<file path="src/rtl/dma_pkg.sv">
package dma_pkg;

    typedef enum logic [2:0] {
        ST_IDLE,
        ST_READ,
        ST_WRITE,
        ST_CHECK,
        ST_DONE
    } dma_state_t;

    localparam logic [1:0] SEL_ADDR  = 2'd0;
    localparam logic [1:0] SEL_COUNT = 2'd1;
    localparam logic [1:0] SEL_CTRL  = 2'd2;
    localparam logic [1:0] SEL_ACK   = 2'd3;

    localparam int CTRL_GO_BIT  = 0;
    localparam int CTRL_DIR_BIT = 1;

endpackage

</file>
<file path="src/rtl/dma_regs.sv">
module dma_regs
    import dma_pkg::*;
#(
    parameter int ADDR_W  = 16,
    parameter int COUNT_W = 16,
    parameter int REG_W   = 16
) (
    input  logic               clk,
    input  logic               rst_n,
    input  logic               cfg_we,
    input  logic [1:0]         cfg_sel,
    input  logic [REG_W-1:0]   cfg_wdata,
    input  logic               idle,
    input  logic               step,
    input  logic               done_pulse,
    output logic [ADDR_W-1:0]  cur_addr,
    output logic               count_zero,
    output logic               dir_in,
    output logic               go_pulse,
    output logic               irq
);

    logic [COUNT_W-1:0] words_left;
    logic               wr_addr;
    logic               wr_count;
    logic               wr_ack;
    logic               unused_wdata;

    assign wr_addr    = cfg_we && idle && (cfg_sel == SEL_ADDR);
    assign wr_count   = cfg_we && idle && (cfg_sel == SEL_COUNT);
    assign go_pulse   = cfg_we && idle && (cfg_sel == SEL_CTRL) && cfg_wdata[CTRL_GO_BIT];
    assign wr_ack     = cfg_we && (cfg_sel == SEL_ACK);
    assign count_zero = (words_left == '0);
    assign unused_wdata = ^cfg_wdata;

    always_ff @(posedge clk) begin
        if (!rst_n) begin
            cur_addr   <= '0;
            words_left <= '0;
            dir_in     <= 1'b0;
            irq        <= 1'b0;
        end else begin
            if (wr_addr) begin
                cur_addr <= cfg_wdata[ADDR_W-1:0];
            end else if (step) begin
                cur_addr <= cur_addr + ADDR_W'(1);
            end
            if (wr_count) begin
                words_left <= cfg_wdata[COUNT_W-1:0];
            end else if (step) begin
                words_left <= words_left - COUNT_W'(1);
            end
            if (go_pulse) begin
                dir_in <= cfg_wdata[CTRL_DIR_BIT];
            end
            if (done_pulse) begin
                irq <= 1'b1;
            end else if (wr_ack) begin
                irq <= 1'b0;
            end
        end
    end

    AST_NO_UNDERFLOW: assert property (@(posedge clk) disable iff (!rst_n)
        step |-> (words_left != '0));

    AST_ADDR_STEP: assert property (@(posedge clk) disable iff (!rst_n)
        step |=> (cur_addr == $past(cur_addr) + ADDR_W'(1)));

    AST_CFG_FROZEN: assert property (@(posedge clk) disable iff (!rst_n)
        (!idle && !step) |=> ($stable(cur_addr) && $stable(words_left)));

    AST_IRQ_RISE: assert property (@(posedge clk) disable iff (!rst_n)
        done_pulse |=> irq);

    AST_IRQ_STICKY: assert property (@(posedge clk) disable iff (!rst_n)
        (irq && !wr_ack) |=> irq);

endmodule

</file>
<file path="src/rtl/dma_fsm.sv">
module dma_fsm
    import dma_pkg::*;
#(
    parameter int ADDR_W = 16,
    parameter int DATA_W = 32
) (
    input  logic              clk,
    input  logic              rst_n,
    input  logic              go_pulse,
    input  logic              dir_in,
    input  logic              count_zero,
    input  logic [ADDR_W-1:0] cur_addr,
    input  logic [DATA_W-1:0] mem_rdata,
    input  logic              mem_ready,
    input  logic [DATA_W-1:0] dev_rdata,
    input  logic              dev_ready,
    output logic              idle,
    output logic              step,
    output logic              done_pulse,
    output logic              mem_req,
    output logic              mem_we,
    output logic [ADDR_W-1:0] mem_addr,
    output logic [DATA_W-1:0] mem_wdata,
    output logic              dev_rd,
    output logic              dev_wr,
    output logic [DATA_W-1:0] dev_wdata
);

    dma_state_t        state;
    dma_state_t        state_nxt;
    logic [DATA_W-1:0] word_buf;
    logic              src_ack;
    logic              dst_ack;

    assign src_ack = dir_in ? dev_ready : mem_ready;
    assign dst_ack = dir_in ? mem_ready : dev_ready;

    always_comb begin
        state_nxt = state;
        unique case (state)
            ST_IDLE:  if (go_pulse) state_nxt = ST_CHECK;
            ST_CHECK: state_nxt = count_zero ? ST_DONE : ST_READ;
            ST_READ:  if (src_ack) state_nxt = ST_WRITE;
            ST_WRITE: if (dst_ack) state_nxt = ST_CHECK;
            ST_DONE:  state_nxt = ST_IDLE;
            default:  state_nxt = ST_IDLE;
        endcase
    end

    always_ff @(posedge clk) begin
        if (!rst_n) begin
            state    <= ST_IDLE;
            word_buf <= '0;
        end else begin
            state <= state_nxt;
            if (state == ST_READ && src_ack) begin
                word_buf <= dir_in ? dev_rdata : mem_rdata;
            end
        end
    end

    always_comb begin
        idle       = (state == ST_IDLE);
        step       = 1'b0;
        done_pulse = 1'b0;
        mem_req    = 1'b0;
        mem_we     = 1'b0;
        mem_addr   = cur_addr;
        mem_wdata  = word_buf;
        dev_rd     = 1'b0;
        dev_wr     = 1'b0;
        dev_wdata  = word_buf;
        unique case (state)
            ST_READ: begin
                if (dir_in) dev_rd  = 1'b1;
                else        mem_req = 1'b1;
            end
            ST_WRITE: begin
                step = dst_ack;
                if (dir_in) begin
                    mem_req = 1'b1;
                    mem_we  = 1'b1;
                end else begin
                    dev_wr = 1'b1;
                end
            end
            ST_DONE: done_pulse = 1'b1;
            default: ;
        endcase
    end

    AST_ONE_STROBE: assert property (@(posedge clk) disable iff (!rst_n)
        $onehot0({mem_req, dev_rd, dev_wr}));

    AST_IDLE_QUIET: assert property (@(posedge clk) disable iff (!rst_n)
        idle |-> !(mem_req || dev_rd || dev_wr));

    AST_MEM_HOLD: assert property (@(posedge clk) disable iff (!rst_n)
        (mem_req && !mem_ready) |=> (mem_req && $stable(mem_addr) && $stable(mem_we)
                                     && $stable(mem_wdata)));

    AST_DEV_HOLD: assert property (@(posedge clk) disable iff (!rst_n)
        ((dev_rd || dev_wr) && !dev_ready) |=> ($stable(dev_rd) && $stable(dev_wr)
                                                && $stable(dev_wdata)));

endmodule

</file>
<file path="src/rtl/dma_engine.sv">
module dma_engine #(
    parameter int ADDR_W  = 16,
    parameter int COUNT_W = 16,
    parameter int DATA_W  = 32,
    parameter int REG_W   = 16
) (
    input  logic              clk,
    input  logic              rst_n,
    input  logic              cfg_we,
    input  logic [1:0]        cfg_sel,
    input  logic [REG_W-1:0]  cfg_wdata,
    output logic              mem_req,
    output logic              mem_we,
    output logic [ADDR_W-1:0] mem_addr,
    output logic [DATA_W-1:0] mem_wdata,
    input  logic [DATA_W-1:0] mem_rdata,
    input  logic              mem_ready,
    output logic              dev_rd,
    output logic              dev_wr,
    output logic [DATA_W-1:0] dev_wdata,
    input  logic [DATA_W-1:0] dev_rdata,
    input  logic              dev_ready,
    output logic              irq
);

    logic              idle;
    logic              step;
    logic              done_pulse;
    logic [ADDR_W-1:0] cur_addr;
    logic              count_zero;
    logic              dir_in;
    logic              go_pulse;

    dma_regs #(
        .ADDR_W  (ADDR_W),
        .COUNT_W (COUNT_W),
        .REG_W   (REG_W)
    ) u_regs (
        .clk        (clk),
        .rst_n      (rst_n),
        .cfg_we     (cfg_we),
        .cfg_sel    (cfg_sel),
        .cfg_wdata  (cfg_wdata),
        .idle       (idle),
        .step       (step),
        .done_pulse (done_pulse),
        .cur_addr   (cur_addr),
        .count_zero (count_zero),
        .dir_in     (dir_in),
        .go_pulse   (go_pulse),
        .irq        (irq)
    );

    dma_fsm #(
        .ADDR_W (ADDR_W),
        .DATA_W (DATA_W)
    ) u_fsm (
        .clk        (clk),
        .rst_n      (rst_n),
        .go_pulse   (go_pulse),
        .dir_in     (dir_in),
        .count_zero (count_zero),
        .cur_addr   (cur_addr),
        .mem_rdata  (mem_rdata),
        .mem_ready  (mem_ready),
        .dev_rdata  (dev_rdata),
        .dev_ready  (dev_ready),
        .idle       (idle),
        .step       (step),
        .done_pulse (done_pulse),
        .mem_req    (mem_req),
        .mem_we     (mem_we),
        .mem_addr   (mem_addr),
        .mem_wdata  (mem_wdata),
        .dev_rd     (dev_rd),
        .dev_wr     (dev_wr),
        .dev_wdata  (dev_wdata)
    );

endmodule

</file>
<file path="config.mk">
export PLATFORM = sky130hd
export DESIGN_NAME = dma_engine
export DESIGN_NICKNAME = d
export VERILOG_FILES = /design/src/rtl/dma_pkg.sv /design/src/rtl/dma_regs.sv /design/src/rtl/dma_fsm.sv /design/src/rtl/dma_engine.sv
export SDC_FILE = /design/constraint.sdc
export NUM_CORES = 1
export LEC_CHECK = 0
export BUFFER_PORTS_ARGS = -buffer_cell sky130_fd_sc_hd__buf_2
export CAP_MARGIN = 20
export CORE_ASPECT_RATIO = 0.7
export CORE_MARGIN = 5
export CORE_UTILIZATION = 43
export CTS_CLUSTER_DIAMETER = 80
export DETAILED_ROUTE_END_ITERATION = 6
export PLACE_DENSITY = 0.77
export SLEW_MARGIN = 20
export SYNTH_ARGS = -nofsm -noshare
export SYNTH_HDL_FRONTEND = slang
export SYNTH_SLANG_ARGS = --single-unit
</file>
<file path="constraint.sdc">
create_clock -name clk -period 1.7 [get_ports clk]
set_input_delay 0.085 -clock clk [delete_from_list [all_inputs] [get_ports clk]]
set_output_delay 0.085 -clock clk [all_outputs]
set_load 0.05 [all_outputs]
</file>
==> results summary <==
In this run, synthesis produced a sequential element count of 69. The fraction of power spent switching nets came out at 45.0%. 172 I/O pins were placed. Once placement finished, the instance area stood at 4680 µm². The total routed wirelength came out at around 11000 µm.

The cell internal power dissipation came out at ~4.3 mW. The quantity of I/O buffers inserted on ports came out at 171. Along the worst path, the maximum fanout reaches 16. The measured slew at the worst slew-check pin came out at between 500 and 600 ps. The hold violation total from the final report was 0.

The post-synthesis cell count came out at around 440. The later pin in the worst-skew pair is clocked with a latency of 330 ps. The per-instance average area after synthesis is 8.87 µm². The via density per instance came out at 5.31.

After clock tree synthesis, the clock-pin slew on the worst setup and hold paths is 50 ps. The die outline area is approximately 11000 µm². The final-layout worst hold slack came out at between 50 and 60 ps. Setup repair after global routing could not meet its margin everywhere. The number of buffers added by the clock tree synthesis step came out at 9.

The arrival time at the worst endpoint came out at approximately 1900 ps. The multiplexer area fraction after synthesis came out at 9.15%. The clock tree from TritonCTS is done. The fraction of final layout cells sized beyond drive strength 1 is 42.2%. In the layout the commonest cells are buf_2, nor2_1, dfxtp_1, mux2i_1, a211oi_1. For this design, the CTS-stage hold fixing added 0 buffers. The H-tree level count is 3. The worst-case IR drop observed on VDD is roughly 0.79 mV. The ratio of total power to cell area is 1550 nW/µm². The arithmetic-cell share of the synthesized area counting full adders, half adders and majority gates is less than 1%. The setup clock skew after layout came out at 3.59 ps. The total grt overflow is 0. The via count of the first global-routing pass came out at 3387.

The number of antenna violations at the first check in global routing came to 0. The post-synthesis compound-gate area fraction is 18.8%. The number of fill cells in the layout came out at just over 800. The power share of the sequential group came out at between 20% and 30%. The vertical extent of the die is between 80 and 90 µm. The path category of the worst min-delay check is primary input to register. The worst setup path is launched from a register. The share of the cycle needed by the critical path after routing is approximately 96%.

In this run the clock root is driven by a clkbuf_16. The number of antenna diodes came out at 0. STA classifies the critical path endpoint as a register. The leakage dissipation is around 2.2 nW.

The main combinational cell family by area after synthesis is simple AND/OR/NAND/NOR gates. The placer congestion estimate came out at approximately 0.82. The maximum number of pins on one net before global-route repair came out at 65. The clock power share is a little over a fifth. The number of nets still failing antenna checks after routing came out at 0.

After synthesis the cells add up to between 3000 and 4000 µm². The yosys synthesis warning count is 0. Timing analysis after detailed placement gives a worst setup slack of between 50 and 60 ps. Combinational logic burns 49.3% of the power. The required time reported for the critical path endpoint is 1940 ps. The met3 global-route usage came out at 5.50%. Leaving out fill and tap cells, the most frequent cell in the layout is buf_2.

The net load switching power is around 3.6 mW. The average wire length per cell after detail routing is 16.1 µm. For the finished layout, the period the worst path requires is roughly 1600 ps. The floorplan step set the die width to 124 µm. For this run, the register share of the synthesized area comes to between 30% and 40%. The most used flip-flop cell after synthesis is dfxtp_1. For this run, global-route usage on met1 was measured as a little over a quarter. Setup violations remaining at the end of the flow were counted as 0. The detailed router finished its first iteration with 233 violations. Compared with the post-synthesis result, the final layout area differs by 31.4%.

The number of enable-type register cells in the synthesized netlist is 0. In this run the deepest clock path goes through 2 buffers. The clock net in this run drives a total of 69 sinks.

The area of the core region came out at 8930 µm². The kind of critical path is register to register. The total power is around 7.9 mW. Setup slack closes at roughly 73 ps. The total routing usage reported by global routing is about a fifth. The count of max-cap constraint violations is 0. The iteration count of the initial detailed-routing pass is 5. The top achievable clock speed is between 600 and 700 MHz. The flow ran to the end, and the final reports show no timing, DRC or antenna violations. The starting utilization of the core area came out at approximately 44%. After global routing, the most crowded layer is met2. The met2 global-route usage came out at 28.1%. The first-pass GRT wire length is around 17000 µm. Detailed placement ended at an HPWL of 8360 µm. The number of nets at the end of the flow came out at between 600 and 700. The synthesized net count came out at ~530. The vias after detailed routing is ~3800. The worst-case headroom to the max-slew limit is 61.4%. The count of different cell masters after synthesis is 59. The proportion of synthesized flip-flops having asynchronous set or reset is 0%. The simple-gate share of the synthesized area is 20.1%. The post-layout instance area came out at 5100 µm². Adding up every negative setup slack in the final design gives 0 ps. After detailed routing, the number of remaining DRC violations is 0. The total number of placement rows came out at 29. The max-slew violation total from the final report came to 0. The post-synthesis xor/xnor area fraction is under 10%.
[final timing paths]
path / start / end / cells after the start / slack [ps]
worst max-delay path: u_fsm.state[2] / u_fsm.dev_wdata[7] / 6 / 70
worst min-delay path: cfg_wdata[13] / u_regs.cur_addr[13] / 3 / 50
worst max register to register: u_fsm.state[2] / u_fsm.dev_wdata[7] / 6 / 70
worst min register to register: u_fsm.dev_wdata[28] / u_fsm.dev_wdata[28] / 2 / 500
[metal layers]
layer	vias to the layer above	wire, µm	part of all wire (%)
met5	-	0	0
met4	0	176	1.5
met3	15	926	8.1
met2	156	5210	46
met1	1760	5110	45
li1	1846	-	-
[worst max-delay path, cell delays in order, from the launching register on]
cell	delay, ps
dfxtp_2	350
buf_4	160
and2b_4	250
nor2b_4	280
clkbuf_16	240
nor2_1	50
a211oi_1	200
[flip-flops by register name, indices dropped and copies added, names as in the netlist]
signal             cells
u_fsm.state            3
u_regs.cur_addr       16
u_regs.words_left     16
u_regs.dir_in          1
u_fsm.dev_wdata       32
u_regs.irq             1
[stage by stage]
stage               instances  utilization (%)
global route              711             57.2
CTS                       707             55.6
detailed placement        691             52.4
finish                    711             57.2
floorplan                 438                -
global placement          691             52.4
[power groups by stage]
| stage | Sequential [mW] | Clock [mW] | Combinational, mW |
|---|---|---|---|
| CTS | 2.25 | 1.77 | 3.74 |
| finish | 2.27 | 1.73 | 3.90 |
| global route | 2.32 | 1.85 | 4.19 |
| floorplan | 2.86 | 0 | 2.44 |
| detailed placement | 2.28 | 0 | 3.73 |
| global placement | 2.25 | 0 | 3.65 |
[cells by family (layout without fill, tap and decap cells)]
group           after synthesis  after routing
simple gates                140            140
buf+inv                      66            215
flops                        69             69
mux                          35             35
xor+xnor                     17             17
fa+ha+maj                     3              3
compound gates              108            108
[final cells by class]
cell class	instances	area [µm²]	area share (%)
Tap cell	124	155	3.04
Timing Repair Buffer	196	1150	22.5
Multi-Input combinational cell	303	2110	41.4
Clock buffer	12	256	5.02
Inverter	3	11.3	0.221
Clock inverter	4	22.5	0.441
Sequential cell	69	1400	27.4
[synthesized netlist by cell type, types with 2 or more instances]
cell,number,area [µm²]
nand4_1,6,37.5
a2bb2oi_1,2,17.5
nand2_1,16,60.1
a211oi_1,32,240
a221oi_1,4,35.0
a22oi_1,8,60.1
dfxtp_1,69,1380
a31oi_1,4,25.0
and2_1,7,43.8
buf_4,38,285
nand4b_1,3,26.3
a21oi_1,25,125
nor4_1,2,12.5
mux2i_1,34,340
xnor2_1,4,35.0
nand3_1,16,80.1
o21ai_0,15,75.1
nor2_1,57,214
nor4_2,2,25.0
nor3_1,3,15.0
o211ai_1,2,15.0
and4_1,2,17.5
clkbuf_8,2,27.5
buf_6,3,33.8
xor2_1,13,114
inv_1,2,7.51
ha_1,3,37.5
nor2b_1,3,18.8
o311ai_0,2,17.5
buf_2,11,55.1
clkbuf_1,9,33.8
o22ai_1,4,25.0
nor4_4,2,42.5
nor3b_1,3,22.5
and3_1,6,37.5
[what timing repair did]
item	in CTS	in global routing
setup endpoints to repair	1	36
resized for setup	2	12
pin swaps	0	6
gates cloned	0	3
setup buffers	0	1
(Power assumes the default switching activity.)
